File: src/rtl/pq_pkg.sv
package pq_pkg;
  typedef enum logic [2:0] {
    ST_INIT,
    ST_SEL,
    ST_LOAD,
    ST_RUN,
    ST_PUSH1,
    ST_PUSH2,
    ST_OVER
  } sched_st_t;
endpackage

File: src/rtl/pq_wrap.sv
module pq_wrap #(
  parameter int CORE_SIZE = 8000,
  parameter int ADDR_W    = $clog2(CORE_SIZE)
) (
  input  logic [ADDR_W-1:0] raw,
  output logic [ADDR_W-1:0] red
);
  // One conditional subtract suffices since 2**ADDR_W < 2*CORE_SIZE.
  generate
    if (CORE_SIZE == (1 << ADDR_W)) begin : g_pow2
      assign red = raw;
    end else begin : g_sub
      localparam logic [ADDR_W-1:0] CS = ADDR_W'(CORE_SIZE);
      assign red = (raw >= CS) ? raw - CS : raw;
    end
  endgenerate
endmodule

File: src/rtl/pq_fifo.sv
module pq_fifo #(
  parameter int DEPTH = 64,
  parameter int W     = 13
) (
  input  logic         clk,
  input  logic         rst,
  input  logic         wr_en,
  input  logic [W-1:0] wr_data,
  input  logic         rd_en,
  output logic [W-1:0] rd_data,
  output logic         full,
  output logic         empty
);
  localparam int PTR_W = (DEPTH > 1) ? $clog2(DEPTH) : 1;
  localparam int CNT_W = $clog2(DEPTH + 1);
  localparam logic [PTR_W-1:0] LAST = PTR_W'(DEPTH - 1);

  logic [W-1:0]     mem [DEPTH];
  logic [PTR_W-1:0] wr_ptr, rd_ptr;
  logic [CNT_W-1:0] cnt;
  logic             wr_ok, rd_ok;

  assign full  = (cnt == CNT_W'(DEPTH));
  assign empty = (cnt == '0);
  assign wr_ok = wr_en && !full;
  assign rd_ok = rd_en && !empty;

  always_ff @(posedge clk) begin
    if (wr_ok) mem[wr_ptr] <= wr_data;
  end

  always_ff @(posedge clk) begin
    if (rd_ok) rd_data <= mem[rd_ptr];
  end

  always_ff @(posedge clk) begin
    if (rst) begin
      wr_ptr <= '0;
      rd_ptr <= '0;
      cnt    <= '0;
    end else begin
      if (wr_ok) wr_ptr <= (wr_ptr == LAST) ? '0 : wr_ptr + 1'b1;
      if (rd_ok) rd_ptr <= (rd_ptr == LAST) ? '0 : rd_ptr + 1'b1;
      case ({wr_ok, rd_ok})
        2'b10:   cnt <= cnt + 1'b1;
        2'b01:   cnt <= cnt - 1'b1;
        default: cnt <= cnt;
      endcase
    end
  end
endmodule

File: src/rtl/pq_sched.sv
module pq_sched #(
  parameter int CORE_SIZE = 8000,
  parameter int DEPTH     = 64,
  parameter int ADDR_W    = $clog2(CORE_SIZE)
) (
  input  logic              clk,
  input  logic              rst,
  input  logic [ADDR_W-1:0] entry0,
  input  logic [ADDR_W-1:0] entry1,
  input  logic              done,
  input  logic              push_next,
  input  logic [ADDR_W-1:0] next_pc,
  input  logic              push_spawn,
  input  logic [ADDR_W-1:0] spawn_pc,
  output logic              issue_valid,
  output logic [ADDR_W-1:0] issue_pc,
  output logic              issue_side,
  output logic [1:0]        q_full,
  output logic [1:0]        q_empty,
  output logic              game_over,
  output logic              loser
);
  import pq_pkg::*;

  localparam int NSIDE = 2;
  localparam int NRAW  = 4;

  sched_st_t         st;
  logic              turn;
  logic [ADDR_W-1:0] nxt_q, spn_q;
  logic              nxt_v, spn_v;
  logic              any_empty;

  logic [ADDR_W-1:0] raw_in  [NRAW];
  logic [ADDR_W-1:0] red_out [NRAW];

  logic [NSIDE-1:0]  wr_en, rd_en;
  logic [ADDR_W-1:0] wr_data [NSIDE];
  logic [ADDR_W-1:0] rd_data [NSIDE];

  assign raw_in[0] = entry0;
  assign raw_in[1] = entry1;
  assign raw_in[2] = next_pc;
  assign raw_in[3] = spawn_pc;

  generate
    for (genvar k = 0; k < NRAW; k++) begin : g_wrap
      pq_wrap #(.CORE_SIZE(CORE_SIZE), .ADDR_W(ADDR_W)) wrap_i (
        .raw (raw_in[k]),
        .red (red_out[k])
      );
    end
  endgenerate

  assign any_empty = |q_empty;

  generate
    for (genvar s = 0; s < NSIDE; s++) begin : g_side
      localparam logic SIDE = 1'(s);
      always_comb begin
        rd_en[s] = (st == ST_SEL) && (turn == SIDE) && !any_empty;
        wr_en[s] = (st == ST_INIT)
                || ((st == ST_PUSH1) && (turn == SIDE) && nxt_v)
                || ((st == ST_PUSH2) && (turn == SIDE) && spn_v);
        if (st == ST_INIT)       wr_data[s] = red_out[s];
        else if (st == ST_PUSH1) wr_data[s] = nxt_q;
        else                     wr_data[s] = spn_q;
      end

      // A full queue ignores the write: this drops a spawn that has no room.
      pq_fifo #(.DEPTH(DEPTH), .W(ADDR_W)) fifo_i (
        .clk     (clk),
        .rst     (rst),
        .wr_en   (wr_en[s]),
        .wr_data (wr_data[s]),
        .rd_en   (rd_en[s]),
        .rd_data (rd_data[s]),
        .full    (q_full[s]),
        .empty   (q_empty[s])
      );
    end
  endgenerate

  always_ff @(posedge clk) begin
    if (rst) begin
      st          <= ST_INIT;
      turn        <= 1'b0;
      issue_valid <= 1'b0;
      issue_pc    <= '0;
      issue_side  <= 1'b0;
      game_over   <= 1'b0;
      loser       <= 1'b0;
      nxt_q       <= '0;
      spn_q       <= '0;
      nxt_v       <= 1'b0;
      spn_v       <= 1'b0;
    end else begin
      case (st)
        ST_INIT: st <= ST_SEL;
        ST_SEL: begin
          if (any_empty) begin
            game_over <= 1'b1;
            loser     <= ~q_empty[0];
            st        <= ST_OVER;
          end else begin
            st <= ST_LOAD;
          end
        end
        ST_LOAD: begin
          issue_valid <= 1'b1;
          issue_pc    <= rd_data[turn];
          issue_side  <= turn;
          st          <= ST_RUN;
        end
        ST_RUN: begin
          if (done) begin
            issue_valid <= 1'b0;
            nxt_v       <= push_next;
            spn_v       <= push_spawn;
            nxt_q       <= red_out[2];
            spn_q       <= red_out[3];
            st          <= ST_PUSH1;
          end
        end
        ST_PUSH1: st <= ST_PUSH2;
        ST_PUSH2: begin
          turn <= ~turn;
          st   <= ST_SEL;
        end
        default: st <= ST_OVER;
      endcase
    end
  end
endmodule

File: config.mk
export PLATFORM = sky130hd
export DESIGN_NAME = pq_sched
export DESIGN_NICKNAME = d
export VERILOG_FILES = /design/src/rtl/pq_pkg.sv /design/src/rtl/pq_wrap.sv /design/src/rtl/pq_fifo.sv /design/src/rtl/pq_sched.sv
export SDC_FILE = /design/constraint.sdc
export NUM_CORES = 2
export LEC_CHECK = 0
export BUFFER_PORTS_ARGS = -buffer_cell sky130_fd_sc_hd__buf_2
export CAP_MARGIN = 0
export CORE_AREA = 3 3 282 562
export DETAILED_ROUTE_END_ITERATION = 10
export DIE_AREA = 0 0 285 565
export MAX_ROUTING_LAYER = met4
export PLACE_DENSITY = 0.59
export SYNTH_ARGS = -nofsm -noshare
export SYNTH_HDL_FRONTEND = slang
export SYNTH_SLANG_ARGS = --single-unit
export TNS_END_PERCENT = 10
File: constraint.sdc
create_clock -name clk -period 6.7 [get_ports clk]
set_input_delay 0.67 -clock clk [delete_from_list [all_inputs] [get_ports clk]]
set_output_delay 0.67 -clock clk [all_outputs]
set_load 0.01 [all_outputs]
==> flow_metrics.env <==
export IMPL_status="complete, no violations"
export IMPL_setup_violations=0
export IMPL_ys_types=71
export IMPL_max_cap_violations=0
export IMPL_grtUsageTotal_pct=23.6
export IMPL_crit_type="reg -> reg"
export IMPL_async_reset_ff_share_pct=0
export IMPL_p_leak_nw=24.1
export IMPL_min_from="push_spawn"
export IMPL_ys_warnings_count=0
export IMPL_io_pins=78
export IMPL_worstRegToRegCells=11
export IMPL_ctsHoldBuffers=0
export IMPL_hold_path_class="in -> reg"
export IMPL_ys_seq_elements=1777
export IMPL_instances_no_fill=5912
export IMPL_slew_limit_headroom_pct=22.7
export IMPL_min_path_cells=3
export IMPL_post_cts_buffers=0
export IMPL_fin_worst_skew_ps=66.1
export IMPL_drc=0
export IMPL_clockPowerShare_pct=36.8
export IMPL_pwr_share_seq_pct=53.8
export IMPL_worstMarginPinSlew_ps=1160
export IMPL_initial_core_util_pct=45.0
export IMPL_power_density_nw_per_um2=313
export IMPL_first_pass_iters=5
export IMPL_port_buffer_count=77
export IMPL_antenna_left=0
export IMPL_rsz0062_at_grt="no"
export IMPL_start_kind="flop"
export IMPL_cts_tree="done"
export IMPL_hpwl_um=120000
export IMPL_routed_wl_um=184000
export IMPL_synth_ff_type="edfxtp_1"
export IMPL_fmax_ghz=0.254
export IMPL_coreArea_um2=155000
export IMPL_drive_gt1_share_pct=24.7
export IMPL_fin_crit_sh_pct=58.7
export IMPL_fill_cells=12600
export IMPL_cts_path_max_buffers=4
export IMPL_grt_antenna_before_repair=26
export IMPL_crit_fanout=14
export IMPL_critical_path_startpoint="g_side[0].fifo_i.cnt[3]"
export IMPL_core_rowCount=204
export IMPL_drt_vias_per_instance=5.90
export IMPL_drtIter0Drc=2949
export IMPL_synth_edff_count=1690
export IMPL_clock_sinks=1777
export IMPL_cts_buffers=159
export IMPL_syn_inst=3533
export IMPL_wl_per_cell_um=31.1
export IMPL_dieWidth_um=285
export IMPL_grt_max_degree=117
export IMPL_syn_nets=3616
export IMPL_reg2reg_to="g_side[1].fifo_i.cnt[6]"
export IMPL_syn_area_per_cell_um2=19.7
export IMPL_switching_power_mw=5.81
export IMPL_drv_slew=0
export IMPL_comb_power_share_pct=9.4
export IMPL_dp_cells=5618
export IMPL_overflow=0
export IMPL_clock_latency_ps=800
export IMPL_layout_area_overhead_vs_synth_pct=12.4
export IMPL_htree_levels=4
export IMPL_reg2reg_from="g_side[0].fifo_i.cnt[3]"
export IMPL_root_buffer="clkbuf_16"
export IMPL_r2r_slack_ps=2770
export IMPL_dr_total_vias=34900
export IMPL_crit_arrival_ps=4580
export IMPL_crit_required_ps=7350
export IMPL_fin_nets=3802
export IMPL_grt_pass1_vias=36300
export IMPL_cp_end_kind="flop"
export IMPL_die_h_um=565
export IMPL_min_period_ps=3930
export IMPL_clk_pin_slew_ps=70
export IMPL_synth_area_um2=69500
export IMPL_gp_congestion=0.904
export IMPL_power_internal_mw=18.6
export IMPL_seq_area_um2=52500
export IMPL_multiInputGateArea_um2=16200
export IMPL_p_sw_share_pct=23.8
export IMPL_ir_worst_vdd_v=0.000248
export IMPL_grt_pass1_wl_um=264000
export IMPL_final_hold_viol_count=0
export IMPL_post_cts_resized=0
export IMPL_dieArea_um2=161000
export IMPL_synth_seq_area_share_pct=75.5
export IMPL_tns_ps=0
export IMPL_min_to="spn_v"
[power by group through the flow]
stage	Combinational, mW	Sequential (mW)	Clock (mW)
floorplan	1.22	13.4	0
global placement	2.28	13.4	0
detailed placement	2.35	13.4	0
CTS	2.35	13.1	9.15
global route	2.46	13.2	9.54
finish	2.30	13.1	8.99
[through the flow]
stage	area, µm²	hold slack [ps]	total power [mW]	setup slack (ps)	utilization, %
after floorplan	69500	432	14.6	1890	-
after CTS	78100	84.1	24.6	2670	50.5
after global routing	78200	116	25.2	2490	50.5
after detailed placement	73100	452	15.7	2660	47.3
final	78200	130	24.4	2770	50.5
after global placement	73100	445	15.7	2670	47.3
[synth_stat cells, types with 21 or more instances]
cell	instances	area [µm²]
dfxtp_1	87	1740
a221oi_1	37	324
ha_1	24	300
mux2i_1	97	971
nor3_1	31	155
mux2_2	27	304
o221ai_1	37	324
nor2_1	215	807
and3_1	27	169
inv_1	34	128
edfxtp_1	1690	50700
clkbuf_1	100	375
nor2b_1	25	156
a22o_1	50	438
nand3_1	31	155
a21oi_1	96	480
a211oi_1	49	368
buf_2	67	335
nand2_1	77	289
buf_4	21	158
a22oi_1	86	646
o21ai_0	23	115
mux4_2	366	8240
[cell families after synthesis]
logic type	count (synthesis)	share of synthesized area, %
compound gates	469	4.90
xor+xnor	14	0.176
fa+ha+maj	26	0.489
buf+inv	252	1.72
flops	1777	75.5
mux	490	13.7
simple gates	505	3.54
[cell type report]
type                    instances  share of cell area (%)
flip-flops and latches       1777                    67.2
inverters                      36                   0.173
multi-input cells            1504                    20.7
well taps                    2060                    3.30
repair buffers                241                    2.17
clock buffers                 199                    5.48
diodes                         22                  0.0704
clock inverters                73                   0.904
[cells in the final DEF (no fill, tap or decap), types with 14 or more instances in the layout]
cell type / n
and3_1: 27
o221ai_1: 37
nor3_1: 31
clkinv_2: 24
a22oi_1: 86
mux2_2: 27
diode_2: 22
o31ai_1: 16
or3_1: 14
a221oi_1: 37
nand2b_1: 16
nand2_1: 77
inv_1: 34
clkbuf_16: 161
a211oi_1: 49
a21oi_1: 84
nor2b_1: 24
a22o_1: 50
nor2_1: 180
buf_2: 76
clkbuf_1: 27
ha_1: 24
nor2_2: 34
nand3_1: 31
buf_4: 159
mux4_2: 366
dfxtp_1: 81
mux2i_1: 97
clkinv_1: 24
edfxtp_1: 1690
[flip-flops by register name, indices dropped and copies added, names as in the netlist]
signal,cells
game_over,1
g_side.fifo_i.mem,1664
st,3
g_side.fifo_i.cnt,14
issue_side,1
spn_v,1
issue_pc,13
turn,1
g_side.fifo_i.wr_ptr,12
g_side.fifo_i.rd_data,26
issue_valid,1
g_side.fifo_i.rd_ptr,12
nxt_v,1
nxt_q,13
loser,1
spn_q,13
[routing by layer]
layer | vias to the layer above | share of wire, % | track usage [%]
met1 | 18500 | 35 | 25.7
met4 | 0 | 5.9 | 11.9
met5 | - | 0 | -
met2 | 1026 | 54 | 42.3
met3 | 361 | 4.9 | 3.21
li1 | 14900 | - | -
[worst max-delay path by stage]
stage / to / slack, ps / cells past startpoint
finish: g_side[1].fifo_i.cnt[6] / 2770 / 11
global route: g_side[1].fifo_i.cnt[6] / 2490 / 11
CTS: g_side[1].fifo_i.cnt[6] / 2670 / 11
detailed placement: g_side[1].fifo_i.cnt[6] / 2660 / 11
global placement: g_side[1].fifo_i.cnt[6] / 2670 / 11
floorplan: g_side[0].fifo_i.mem[0][7] / 1890 / 7
[critical path: stages (launching register included)]
cell	delay, ps
dfxtp_1	330
nor4_1	630
nand3b_1	310
nand4_2	290
inv_1	320
ha_1	450
ha_1	370
nor2b_1	150
o21a_1	190
o21a_1	190
o211ai_1	240
mux2_2	360
No activity file was read; power rests on OpenSTA's default activity.
